File: config.mk
export PLATFORM = sky130hd
export DESIGN_NAME = tbuf_window
export DESIGN_NICKNAME = d
export VERILOG_FILES = /design/src/rtl/tbw_pkg.sv /design/src/rtl/tbw_decode.sv /design/src/rtl/tbw_store.sv /design/src/rtl/tbw_ptr.sv /design/src/rtl/tbuf_window.sv
export SDC_FILE = /design/constraint.sdc
export NUM_CORES = 1
export LEC_CHECK = 0
export ABC_CLOCK_PERIOD_IN_PS = 19200
export BUFFER_PORTS_ARGS = -buffer_cell sky130_fd_sc_hd__buf_2
export CORE_ASPECT_RATIO = 2
export CORE_MARGIN = 5
export CORE_UTILIZATION = 45
export CTS_CLUSTER_DIAMETER = 120
export CTS_CLUSTER_SIZE = 16
export DETAILED_ROUTE_END_ITERATION = 8
export PLACE_DENSITY = 0.71
export SLEW_MARGIN = 20
export SYNTH_ARGS = -nofsm -noshare
export SYNTH_HDL_FRONTEND = slang
export SYNTH_SLANG_ARGS = --single-unit
File: constraint.sdc
create_clock -name clk -period 19.2 [get_ports clk]
set_clock_uncertainty 0.1 [all_clocks]
set_input_delay 3.84 -clock clk [delete_from_list [all_inputs] [get_ports clk]]
set_output_delay 3.84 -clock clk [all_outputs]
set_load 0.03 [all_outputs]
File: src/rtl/tbw_pkg.sv
package tbw_pkg;

    typedef struct packed {
        logic rd_ok;
        logic rd_bad;
        logic unlock;
    } tbw_acc_t;

    function automatic logic full_word(input logic [1:0] be);
        return be == 2'b11;
    endfunction

endpackage

File: src/rtl/tbw_decode.sv
module tbw_decode
    import tbw_pkg::*;
#(
    parameter int ADDR_W = 8,
    parameter int SRC_W = 4,
    parameter logic [ADDR_W-1:0] WIN_ADDR = 8'h24
) (
    input  logic              clk,
    input  logic              rst,
    input  logic [ADDR_W-1:0] bus_addr,
    input  logic              bus_rd,
    input  logic              bus_wr,
    input  logic [1:0]        bus_be,
    input  logic              arm,
    input  logic              secure,
    input  logic [SRC_W-1:0]  src_en,
    input  logic              locked,
    output tbw_acc_t          acc
);
    logic hit_word;
    logic read_gate;

    always_comb begin
        hit_word  = (bus_addr == WIN_ADDR) && full_word(bus_be);
        read_gate = !locked && !arm && !secure && (|src_en);
        acc.rd_ok  = bus_rd && !bus_wr && hit_word && read_gate;
        acc.rd_bad = bus_rd && !acc.rd_ok;
        acc.unlock = bus_wr && hit_word && !arm;
    end

    a_r8_secure_blocks: assert property (@(posedge clk) disable iff (rst)
        (secure || src_en == '0) |-> !acc.rd_ok);

    a_r7_size_blocks: assert property (@(posedge clk) disable iff (rst)
        (bus_rd && (bus_be != 2'b11 || bus_addr == WIN_ADDR + 1'b1)) |-> acc.rd_bad);

endmodule

File: src/rtl/tbw_store.sv
module tbw_store #(
    parameter int DEPTH = 16,
    parameter int LINE_W = 64,
    localparam int IDX_W = $clog2(DEPTH)
) (
    input  logic              clk,
    input  logic              tw_en,
    input  logic [IDX_W-1:0]  tw_idx,
    input  logic [LINE_W-1:0] tw_data,
    input  logic [IDX_W-1:0]  rd_idx,
    output logic [LINE_W-1:0] rd_line
);
    logic [LINE_W-1:0] mem [DEPTH];

    always_ff @(posedge clk) begin
        if (tw_en) mem[tw_idx] <= tw_data;
    end

    assign rd_line = mem[rd_idx];

endmodule

File: src/rtl/tbw_ptr.sv
module tbw_ptr
    import tbw_pkg::*;
#(
    parameter int DEPTH = 16,
    parameter int SLICES = 4,
    localparam int TOTAL = DEPTH * SLICES,
    localparam int PTR_W = $clog2(TOTAL)
) (
    input  logic             clk,
    input  logic             rst,
    input  logic             arm,
    input  tbw_acc_t         acc,
    output logic             locked,
    output logic [PTR_W-1:0] ptr
);
    localparam logic [PTR_W-1:0] LAST = PTR_W'(TOTAL - 1);

    always_ff @(posedge clk) begin
        if (rst) begin
            locked <= 1'b0;
            ptr    <= '0;
        end else begin
            if (arm)             locked <= 1'b1;
            else if (acc.unlock) locked <= 1'b0;

            if (acc.unlock)     ptr <= '0;
            else if (acc.rd_ok) ptr <= (ptr == LAST) ? '0 : ptr + 1'b1;
        end
    end

    a_r4_arm_locks: assert property (@(posedge clk) disable iff (rst)
        arm |=> locked);

    a_r7_bad_read_holds: assert property (@(posedge clk) disable iff (rst)
        (acc.rd_bad && !acc.unlock) |=> $stable(ptr));

    a_r5_unlock_rewinds: assert property (@(posedge clk) disable iff (rst)
        acc.unlock |=> (!locked && ptr == '0));

    a_r3_wrap: assert property (@(posedge clk) disable iff (rst)
        (acc.rd_ok && ptr == LAST) |=> ptr == '0);

    a_r2_step: assert property (@(posedge clk) disable iff (rst)
        (acc.rd_ok && ptr != LAST) |=> ptr == $past(ptr) + 1'b1);

endmodule

File: src/rtl/tbuf_window.sv
module tbuf_window
    import tbw_pkg::*;
#(
    parameter int DEPTH = 16,
    parameter int LINE_W = 64,
    parameter int WIN_W = 16,
    parameter int ADDR_W = 8,
    parameter int SRC_W = 4,
    parameter logic [ADDR_W-1:0] WIN_ADDR = 8'h24,
    localparam int IDX_W = $clog2(DEPTH),
    localparam int SLICES = LINE_W / WIN_W,
    localparam int SL_W = $clog2(SLICES),
    localparam int PTR_W = $clog2(DEPTH * SLICES)
) (
    input  logic              clk,
    input  logic              rst,
    input  logic [ADDR_W-1:0] bus_addr,
    input  logic              bus_rd,
    input  logic              bus_wr,
    input  logic [1:0]        bus_be,
    output logic [WIN_W-1:0]  bus_rdata,
    input  logic              arm,
    input  logic              secure,
    input  logic [SRC_W-1:0]  src_en,
    input  logic              tw_en,
    input  logic [IDX_W-1:0]  tw_idx,
    input  logic [LINE_W-1:0] tw_data
);
    tbw_acc_t          acc;
    logic              locked;
    logic [PTR_W-1:0]  ptr;
    logic [LINE_W-1:0] line;
    logic [WIN_W-1:0]  slice_arr [SLICES];

    tbw_decode #(.ADDR_W(ADDR_W), .SRC_W(SRC_W), .WIN_ADDR(WIN_ADDR)) u_dec (
        .clk(clk), .rst(rst), .bus_addr(bus_addr), .bus_rd(bus_rd),
        .bus_wr(bus_wr), .bus_be(bus_be), .arm(arm), .secure(secure),
        .src_en(src_en), .locked(locked), .acc(acc)
    );

    tbw_ptr #(.DEPTH(DEPTH), .SLICES(SLICES)) u_ptr (
        .clk(clk), .rst(rst), .arm(arm), .acc(acc), .locked(locked), .ptr(ptr)
    );

    tbw_store #(.DEPTH(DEPTH), .LINE_W(LINE_W)) u_store (
        .clk(clk), .tw_en(tw_en), .tw_idx(tw_idx), .tw_data(tw_data),
        .rd_idx(ptr[PTR_W-1:SL_W]), .rd_line(line)
    );

    for (genvar g = 0; g < SLICES; g++) begin : g_slice
        assign slice_arr[g] = line[LINE_W-1-g*WIN_W -: WIN_W];
    end

    always_ff @(posedge clk) begin
        if (rst)            bus_rdata <= '0;
        else if (acc.rd_ok) bus_rdata <= slice_arr[ptr[SL_W-1:0]];
        else                bus_rdata <= '0;
    end

    a_r10_zero_otherwise: assert property (@(posedge clk) disable iff (rst)
        !acc.rd_ok |=> bus_rdata == '0);

    a_r4_locked_reads_zero: assert property (@(posedge clk) disable iff (rst)
        (bus_rd && (locked || arm)) |=> bus_rdata == '0);

endmodule

==> impl_metrics.yaml <==
status:
  outcome: "finished, final reports clean"
logic_synthesis:
  synth_edf_count: 1024
  netlist-cell-type-count: 51
  synth_compound_area_frac: 0.03202
  synthAdderAreaFrac: 0.0003112
  synth_area_um2: 40210
  netlist.area_leader.share: 0.7648
  synth_mux_area_frac: 0.1544
  yosys-top-cells-area: "edfxtp_1, mux4_2, mux2i_1"
  synth.ff_latch_count: 1051
  synth_top_family_by_area: "multiplexers"
  synthCells: 1835
  synth_top_area_cell: "edfxtp_1"
  synth-main-ff-cell: "edfxtp_1"
  synth_xor_area_frac: 0.0006535
  yosysWarnings: 0
  yosys.area_share.simple: 0.01892
  synth_area_per_cell_um2: 21.91
  syn-num-nets: 1925
  yosysSeqAreaShare: 0.7782
  async_flop_share: 0
power:
  p_leak_nw: 13.17
  seq_power_share: 0.623
  p_switching_uw: 795.5
  fin_total_pwr_mw: 4.125
  cellPowerDensity_nw_per_um2: 93.27
  switching_share: 0.1929
  combinationalPowerShare: 0.021
  intPower_mw: 3.329
  vdd_drop_max_mv: 0.05447
  clkPwrFrac: 0.356
die:
  num_io_pins: 105
  initial_utilization: 0.4517
  dieHeight_um: 432.7
  dieArea_um2: 95790
  core_um2: 89020
  floorplan.die.width_um: 221.4
  num_rows: 155
sta:
  fmaxAchievable_mhz: 167.3
  maxSlewHeadroom: 0.2441
  post-route-min-period_ps: 5977
  worst_slew_pin_slew_ps: 1134
  finalSetupViolCount: 0
  hold_ws_ps: 421.3
  finalHoldViolations: 0
  fin_tns_setup_ps: 0
  maxSlewViolCount: 0
  rsz0062_at_grt: "no"
  post-route-period-util: 0.3113
placed_design:
  io_buffers: 104
  place_inst: 3057
  dpl-instance-area_um2: 42070
  place_congestion: 0.7901
  dpl.hpwl_um: 54650
critical_path:
  reg2reg_slack_ps: 14900
  crit_type: "in -> reg"
  startpoint_type: "input pin"
  cp.arrival_ps: 6120
  reg2reg_to: "bus_rdata[14]"
  endpoint_kind: "flop"
  crit_end: "u_store.mem[3][15]"
  crit_start: "tw_idx[2]"
  cp_max_fo: 41
  reg2reg_depth: 7
  required_ps: 19350
routing:
  drtIter0Drc: 2030
  ant_nets: 0
  dr.pass1.iters: 5
  wl_um: 94650
  vias: 19220
  wire_per_inst_um: 29.76
  viasPerCell: 6.045
  drc: 0
cells_and_area:
  multi_input_area_um2: 8413
  design_area_um2: 44220
  drive_above_1_share: 0.2465
  syn_to_final_growth_pct: 9.993
  layout.nets: 2048
  instances_no_fill: 3180
  nFillCells: 6875
  register_area_um2: 31300
  layout_commonest_cell: "edfxtp_1"
  final_cell_mix: "edfxtp_1, mux4_2, mux2i_1"
global_route:
  antenna_found_initial: 21
  grt_pass1_wl_um: 138700
  grt_pass1_vias: 20160
  grt_use_total: 0.1959
  gr-total-overflow: 0
  grt_max_degree: 68
cts:
  cts.repair.resized: 0
  numCtsBuffers: 75
  clockBufferDepth: 3
  clock-sinks: 1051
  cts_tree: "yes"
  path_clk_slew_ps: 70
  cts_setup_buffers: 0
  htreeDepth: 3
  cts-root-buf: "clkbuf_16"
  cts_hold_buf: 0
  clkLatencyLatePin_ps: 630
min_path:
  hold_class: "reg -> reg"
flow_run:
  cap_violations: 0
-- metrics by stage --
stage / setup slack (ps) / utilization
floorplan: 9831 / -
detailed placement: 12570 / 0.4726
CTS: 13220 / 0.4963
global route: 13190 / 0.4967
global placement: 12620 / 0.4726
finish: 13220 / 0.4968
-- registers in the layout, indices dropped and copies added, names as in the netlist, named ones only --
signal and count:
u_store.mem 1024, bus_rdata 16, u_ptr.ptr 6, u_ptr.locked 1
-- critical path: stages --
cell    delay, ps
buf_2         120
or3b_2        590
nor2_4        740
buf_4         760
-- how the worst min path moves through the flow --
stage	start	to	slack [ps]	cells past startpoint
global route	u_ptr.locked	u_ptr.locked	450	2
global placement	u_ptr.locked	u_ptr.locked	390	2
CTS	u_ptr.locked	u_ptr.locked	430	2
detailed placement	u_ptr.locked	u_ptr.locked	410	2
finish	u_ptr.locked	u_ptr.locked	420	2
floorplan	u_ptr.locked	u_ptr.locked	350	2
-- kinds of logic after synthesis --
| logic type | Yosys count |
|---|---|
| flops | 1051 |
| fa+ha+maj | 1 |
| simple gates | 161 |
| xor+xnor | 3 |
| buf+inv | 110 |
| compound gates | 158 |
| mux | 351 |
-- power by group through the flow --
stage                     clock network [mW]  registers [mW]  logic (mW)
after floorplan                            0            2.62      0.0281
after global placement                     0            2.62      0.0813
after detailed placement                   0            2.62      0.0859
after CTS                               1.50            2.57      0.0860
after global routing                    1.59            2.57      0.0910
final                                   1.47            2.57      0.0851
-- cell usage after synthesis (2+ instances only) --
cell	n
edfxtp_1	1024
mux4_2	214
mux2i_1	123
nor2_1	63
clkbuf_1	42
nand2_1	41
a221o_1	38
a221oi_1	37
dfxtp_1	27
nor3_1	25
o21ai_0	24
a211oi_1	22
buf_2	22
buf_6	19
a311o_1	15
mux2_2	14
a21oi_1	12
buf_4	10
buf_1	8
inv_1	8
nor2b_1	5
or2_2	5
xnor2_1	3
nand2b_1	2
nand3_1	2
nand3b_1	2
nand4_1	2
nor4_1	2
or4_1	2
-- cell type report --
cell class	instances	share of cell area
sequential	1051	0.7078
antenna	7	0.0003961
multi-input combinational	674	0.1902
clock buffer	113	0.04711
timing repair buffer	147	0.01980
inverter	9	0.0007922
clock inverter	2	0.0005376
tap	1177	0.03330
-- per-layer routing --
layer	GRT usage	wire length (um)	up-vias
li1	-	-	7966
met1	0.2345	33450	10230
met2	0.3598	51760	855
met3	0.03452	6357	161
met4	0.06349	2966	16
met5	0	110	-
No activity file was read; power rests on OpenSTA's default activity.
